### src/rtl/mdio_rt_pkg.sv
package mdio_rt_pkg;
  typedef enum logic {
    PORT_INT = 1'b0,
    PORT_EXT = 1'b1
  } port_e;

  typedef struct packed {
    logic mdc;
    logic mdo;
    logic oe;
  } mdio_drv_t;
endpackage

### src/rtl/mdio_rt_strap.sv
module mdio_rt_strap (
  input  logic clk_i,
  input  logic rst_ni,
  input  logic pin_i,
  output logic det_o,
  output logic done_o
);
  always_ff @(posedge clk_i or negedge rst_ni) begin
    if (!rst_ni) begin
      det_o  <= 1'b0;
      done_o <= 1'b0;
    end else if (!done_o) begin
      det_o  <= pin_i;
      done_o <= 1'b1;
    end
  end
endmodule

### src/rtl/mdio_rt_cfg.sv
module mdio_rt_cfg
  import mdio_rt_pkg::*;
#(
  parameter int CFG_W   = 8,
  parameter int SEL_BIT = 4,
  parameter int DET_BIT = 3,
  parameter int EN_BIT  = 2
) (
  input  logic             clk_i,
  input  logic             rst_ni,
  input  logic             we_i,
  input  logic [CFG_W-1:0] wdata_i,
  input  logic             busy_i,
  input  logic             det_i,
  output port_e            sel_o,
  output logic [CFG_W-1:0] rdata_o
);
  logic  sel_req_q, sel_next, ext_en_q;
  port_e sel_q;

  // last written select wins; applied only while master idle
  assign sel_next = we_i ? wdata_i[SEL_BIT] : sel_req_q;

  always_ff @(posedge clk_i or negedge rst_ni) begin
    if (!rst_ni) begin
      sel_req_q <= 1'b0;
      sel_q     <= PORT_INT;
      ext_en_q  <= 1'b0;
    end else begin
      sel_req_q <= sel_next;
      if (!busy_i) sel_q <= port_e'(sel_next);
      if (we_i) ext_en_q <= wdata_i[EN_BIT];
    end
  end

  assign sel_o = sel_q;

  for (genvar b = 0; b < CFG_W; b++) begin : g_rd
    if (b == SEL_BIT) begin : g_sel
      assign rdata_o[b] = sel_q;
    end else if (b == DET_BIT) begin : g_det
      assign rdata_o[b] = det_i;
    end else if (b == EN_BIT) begin : g_en
      assign rdata_o[b] = ext_en_q;
    end else begin : g_zero
      assign rdata_o[b] = 1'b0;
    end
  end

  logic unused_wdata;
  assign unused_wdata = ^wdata_i;
endmodule

### src/rtl/mdio_rt_mux.sv
module mdio_rt_mux
  import mdio_rt_pkg::*;
(
  input  port_e     sel_i,
  input  logic      strap_done_i,
  input  mdio_drv_t mst_i,
  output logic      mst_mdi_o,
  output mdio_drv_t int_o,
  input  logic      int_mdi_i,
  output mdio_drv_t ext_o,
  input  logic      ext_mdi_i
);
  localparam mdio_drv_t INT_PARK = '{mdc: 1'b0, mdo: 1'b0, oe: 1'b1};
  localparam mdio_drv_t EXT_PARK = '{mdc: 1'b0, mdo: 1'b0, oe: 1'b0};

  mdio_drv_t ext_raw;

  always_comb begin
    if (sel_i == PORT_EXT) begin
      int_o     = INT_PARK;
      ext_raw   = mst_i;
      mst_mdi_o = ext_mdi_i;
    end else begin
      int_o     = mst_i;
      ext_raw   = EXT_PARK;
      mst_mdi_o = int_mdi_i;
    end
    ext_o = ext_raw;
    // pad stays released until the strap is sampled
    if (!strap_done_i) ext_o.oe = 1'b0;
  end
endmodule

### src/rtl/mdio_port_router.sv
module mdio_port_router
  import mdio_rt_pkg::*;
#(
  parameter int CFG_W   = 8,
  parameter int SEL_BIT = 4,
  parameter int DET_BIT = 3,
  parameter int EN_BIT  = 2
) (
  input  logic             clk_i,
  input  logic             rst_ni,
  input  logic             reg_we_i,
  input  logic [CFG_W-1:0] reg_wdata_i,
  output logic [CFG_W-1:0] reg_rdata_o,
  input  logic             mgmt_mdc_i,
  input  logic             mgmt_mdo_i,
  input  logic             mgmt_mdo_en_i,
  input  logic             mgmt_busy_i,
  output logic             mgmt_mdi_o,
  output logic             int_mdc_o,
  output logic             int_mdio_o,
  output logic             int_mdio_oe_o,
  input  logic             int_mdio_i,
  output logic             ext_mdc_o,
  output logic             ext_mdio_o,
  output logic             ext_mdio_oe_o,
  input  logic             ext_mdio_i
);
  port_e     sel;
  logic      det, strap_done;
  mdio_drv_t mst_drv, int_drv, ext_drv;

  mdio_rt_strap i_strap (
    .clk_i (clk_i),
    .rst_ni(rst_ni),
    .pin_i (ext_mdio_i),
    .det_o (det),
    .done_o(strap_done)
  );

  mdio_rt_cfg #(
    .CFG_W  (CFG_W),
    .SEL_BIT(SEL_BIT),
    .DET_BIT(DET_BIT),
    .EN_BIT (EN_BIT)
  ) i_cfg (
    .clk_i  (clk_i),
    .rst_ni (rst_ni),
    .we_i   (reg_we_i),
    .wdata_i(reg_wdata_i),
    .busy_i (mgmt_busy_i),
    .det_i  (det),
    .sel_o  (sel),
    .rdata_o(reg_rdata_o)
  );

  assign mst_drv = '{mdc: mgmt_mdc_i, mdo: mgmt_mdo_i, oe: mgmt_mdo_en_i};

  mdio_rt_mux i_mux (
    .sel_i       (sel),
    .strap_done_i(strap_done),
    .mst_i       (mst_drv),
    .mst_mdi_o   (mgmt_mdi_o),
    .int_o       (int_drv),
    .int_mdi_i   (int_mdio_i),
    .ext_o       (ext_drv),
    .ext_mdi_i   (ext_mdio_i)
  );

  assign int_mdc_o     = int_drv.mdc;
  assign int_mdio_o    = int_drv.mdo;
  assign int_mdio_oe_o = int_drv.oe;
  assign ext_mdc_o     = ext_drv.mdc;
  assign ext_mdio_o    = ext_drv.mdo;
  assign ext_mdio_oe_o = ext_drv.oe;
endmodule

### config.mk
export PLATFORM = sky130hd
export DESIGN_NAME = mdio_port_router
export DESIGN_NICKNAME = d
export VERILOG_FILES = /design/src/rtl/mdio_rt_pkg.sv /design/src/rtl/mdio_rt_strap.sv /design/src/rtl/mdio_rt_cfg.sv /design/src/rtl/mdio_rt_mux.sv /design/src/rtl/mdio_port_router.sv
export SDC_FILE = /design/constraint.sdc
export NUM_CORES = 1
export LEC_CHECK = 0
export BUFFER_PORTS_ARGS = -buffer_cell sky130_fd_sc_hd__buf_2
export CAP_MARGIN = 20
export CORE_AREA = 2 2 39 41
export CTS_CLUSTER_DIAMETER = 150
export DETAILED_ROUTE_END_ITERATION = 10
export DIE_AREA = 0 0 41 43
export SLEW_MARGIN = 20
export SYNTH_ARGS = -nofsm -noshare
export SYNTH_HDL_FRONTEND = slang
export SYNTH_HIERARCHICAL = 1
export SYNTH_SLANG_ARGS = --single-unit
### constraint.sdc
create_clock -name clk_i -period 3 [get_ports clk_i]
set_input_delay 0.6 -clock clk_i [delete_from_list [all_inputs] [get_ports clk_i]]
set_output_delay 0.6 -clock clk_i [all_outputs]
set_load 0.1 [all_outputs]
== Word level (Yosys, flattened, before mapping) ==
Cells that the tools add are included.
Word-level totals
  word-level logic and storage cells: 10
  flip-flop bits (word level): 5
  bits of input ports: 17
Cells by class
  mux-type cells: 5
Operators by type and width (number)
  two-way mux 3 bit: 2
  two-way mux 1 bit: 3

== Depth between registers and ports, before layout ==
  word-level depth: 2
  depth in mapped cells: 2
  depth with buffers taken out: 2

== Cells and area by module ==
The synthesis kept the hierarchy.
Modules (own cells, without submodules)
  mdio_rt_cfg: cells an instance 15, area each 176.4 um^2, times used 1
  mdio_rt_strap: cells an instance 4, area each 68.8 um^2, times used 1
  mdio_rt_mux: cells an instance 7, area each 61.3 um^2, times used 1

== Worst setup path before layout ==
Ideal clock, no wire load.
  path type: input to output
  from: input mgmt_mdo_en_i
  to: output int_mdio_oe_o
  data arrival time: 1286 ps
  path slack: 1114 ps
  data required time: 2400 ps
  buffers on the path: 0
  cell stages on the path: 1
  path through: or2_1
Between the ends
  longest elaborated chain between the ends: 1
Ends and longest elaborated chain
  start: declaration: RTL line mdio_port_router.sv:16  | input logic mgmt_mdo_en_i,
  two-way mux 3 bit: RTL line mdio_rt_mux.sv:19  | if (sel_i == PORT_EXT) begin
  end: declaration: RTL line mdio_port_router.sv:21  | output logic int_mdio_oe_o,
No other way between the ends.

== Worst setup path in the final report ==
  from: register i_cfg.sel_q, in the netlist i_cfg/sel_o
  to: output int_mdio_o
Between the ends
  longest elaborated chain between the ends: 1
Ends and longest elaborated chain
  start: declaration: RTL line mdio_rt_cfg.sv:19  | port_e sel_q;
  start signal: assignment: RTL line mdio_rt_cfg.sv:31  | if (!busy_i) sel_q <= port_e'(sel_next);
  two-way mux 3 bit: RTL line mdio_rt_mux.sv:19
  end: declaration: RTL line mdio_port_router.sv:20  | output logic int_mdio_o,
No other way between the ends.

==> qor.yml <==
routing:
  dr.pass1.iters: 1
  dr.first_iter.drc_count: 0
  vias: 224
  ant_nets: 0
  wl_um: 532
  drcViolationCount: 0
  drt-wirelength-per-cell_um: 8.581
  viasPerCell: 3.613
clock_network:
  hold_buffers: 0
  cts_resized: 0
  cts_setup_buffers: 0
  clk_path_buf_depth: 2
  path_clk_slew_ps: 50
  cts_buffers: 3
  cts_tree: "built"
  htree_levels: 1
  cts_root_buffer: "clkbuf_4"
  clk_latency_ps: 240
  cts_num_sinks: 5
yosys:
  syn_area_um2: 306.5
  ys_seq_elements: 5
  synth_cell_types: 9
  yosysTopAreaCell: "dfrtp_1"
  synth_top_area_share_pct: 40.82
  ys_seq_area_share_pct: 40.82
  syn_avg_cell_area_um2: 11.79
  synthTopCellsByArea: "dfrtp_1 41%, buf_4 20%, mux2_4 15%"
  yosysWarningCount: 6
  syn_inst: 26
global_route:
  grt_start_max_net_pins: 10
  track_usage_pct: 7.164
  antenna_found_initial: 0
  grt_pass1_wl_um: 786
  grt_pass1_vias: 189
  overflow: 0
pwr:
  p_per_area_nw_per_um2: 813.7
  peakVddDrop_uv: 146.9
  p_switching_w: 0.0001781
  pwr-share-seq_pct: 24.3
  power_leakage_nw: 0.2316
  pwr-share-comb_pct: 52.7
  p_int_w: 0.0001538
  p_sw_share_pct: 53.66
  clkPwrFrac_pct: 23.0
setup_path:
  crit_chain: "and2b_2 -> buf_2"
  max_stage_delay_ps: 450
  worstSetupPathType: "reg -> out"
  crit_slowest_cell: "dfrtp_1"
  cp.required_ps: 2400
  crit_fanout: 9
  regToRegSetupSlack_ps: 2000
  cp-end-kind: "output pin"
  crit_path_start_kind: "register"
  worstPathArrival_ps: 1340
floorplan:
  rows: 14
  dieArea_um2: 1763
  die_h_um: 43
  start_util_pct: 22.15
  design.core.area_um2: 1384
  io_pins: 32
  die-width_um: 41
timing:
  post-route-period-util_pct: 64.57
  tns_ps: 0
  clock.fmax_mhz: 516.2
  skew_ps: 0.07436
  hold_viol_final: 0
  finalSetupViolCount: 0
  layout_min_cycle_time_ps: 1937
  report.final.slew_viol_count: 0
  rsz0062_at_grt: "false"
final_layout:
  antenna_cells: 0
  final_common_cell: "buf_2"
  fin_area_um2: 407.9
  final_cell_mix: "20 x buf_2, 6 x conb_1, 5 x dfrtp_1"
  finalNetCount: 64
  drive_above_1_share_pct: 71.74
  syn_to_final_growth_pct: 33.06
worst_hold_path:
  hold_class: "in -> async"
place:
  dpl_cell_area_um2: 381.6
  hpwlAfterDp_um: 447.3
  gp_routability_congestion: 0.5643
  io_buffers: 20
outcome:
  outcome: "finished, final reports clean"
flow_run:
  drv_cap: 0
worst paths after layout:
check                                 from         endpoint  depth (start not counted)
setup reg to reg           i_cfg/sel_req_q      i_cfg/sel_o                          2
max in group asynchronous           rst_ni   i_cfg/ext_en_q                          1
hold reg to reg            i_cfg/sel_req_q  i_cfg/sel_req_q                          1
hold / removal                      rst_ni    i_strap/det_o                          1
setup / recovery               i_cfg/sel_o       int_mdio_o                          2
min in group clk_i         i_cfg/sel_req_q  i_cfg/sel_req_q                          1
routing by layer:
metal	vias to the layer above	track usage (%)	share of wire, %
met4	0	6.000	0
met2	12	9.063	50
li1	109	-	-
met3	0	4.712	12
met5	-	0	0
met1	103	7.843	38
critical path, delay by kind of cell, from the launching register on:
| family | cells | cell delay [ps] |
|---|---|---|
| buf+inv | 1 | 410 |
| flops | 1 | 450 |
| simple gates | 1 | 240 |
kinds of logic after synthesis:
| logic type | count (synthesis) | share of synthesized area (%) |
|---|---|---|
| other | 2 | 2.450 |
| muxes | 5 | 22.04 |
| DFF | 5 | 40.82 |
| buffers and inverters | 8 | 19.59 |
| and+or+nand+nor | 6 | 15.10 |
power by group through the flow:
stage	combinational (W)	sequential, W	clock, W
2_1_floorplan	0.000166	0.0000801	0
3_3_place_gp	0.000174	0.0000813	0
3_5_place_dp	0.000175	0.0000820	0
4_1_cts	0.000176	0.0000808	0.0000792
5_1_grt	0.000180	0.0000826	0.0000833
6_report	0.000175	0.0000807	0.0000763
through the flow:
step                      util [%]  hold WS (ps)  instances  worst slack [ps]  power [W]
after floorplan                  -         304.4         30              1114  0.0002458
after global placement       27.58         417.6         58              1155  0.0002556
after detailed placement     27.58         419.4         58              1145  0.0002572
after CTS                    29.48         163.3         62              1057  0.0003356
after global routing         29.48         165.6         62             981.5  0.0003462
final                        29.48         166.0         62              1063  0.0003319
layout make-up:
cell class / count / area, um^2
fillers: 149 / 975.9
multi-input cells: 17 / 136.4
repair buffers: 20 / 100.1
clock buffers: 4 / 26.28
flip-flops and latches: 5 / 125.1
well taps: 16 / 20.02
Yosys cell counts, drive strengths merged:
library cell and instances:
dfrtp 5, and2b 2, mux2 5, buf 8
conb 2, or2 1, and3 1, and2 2
flip-flops by register name (all words and copies together) (netlist names):
signal           cells
i_strap/done_o       1
i_cfg/sel_req_q      1
i_cfg/ext_en_q       1
i_strap/det_o        1
i_cfg/sel_o          1
Note: power is estimated with default switching activity, not from simulation.
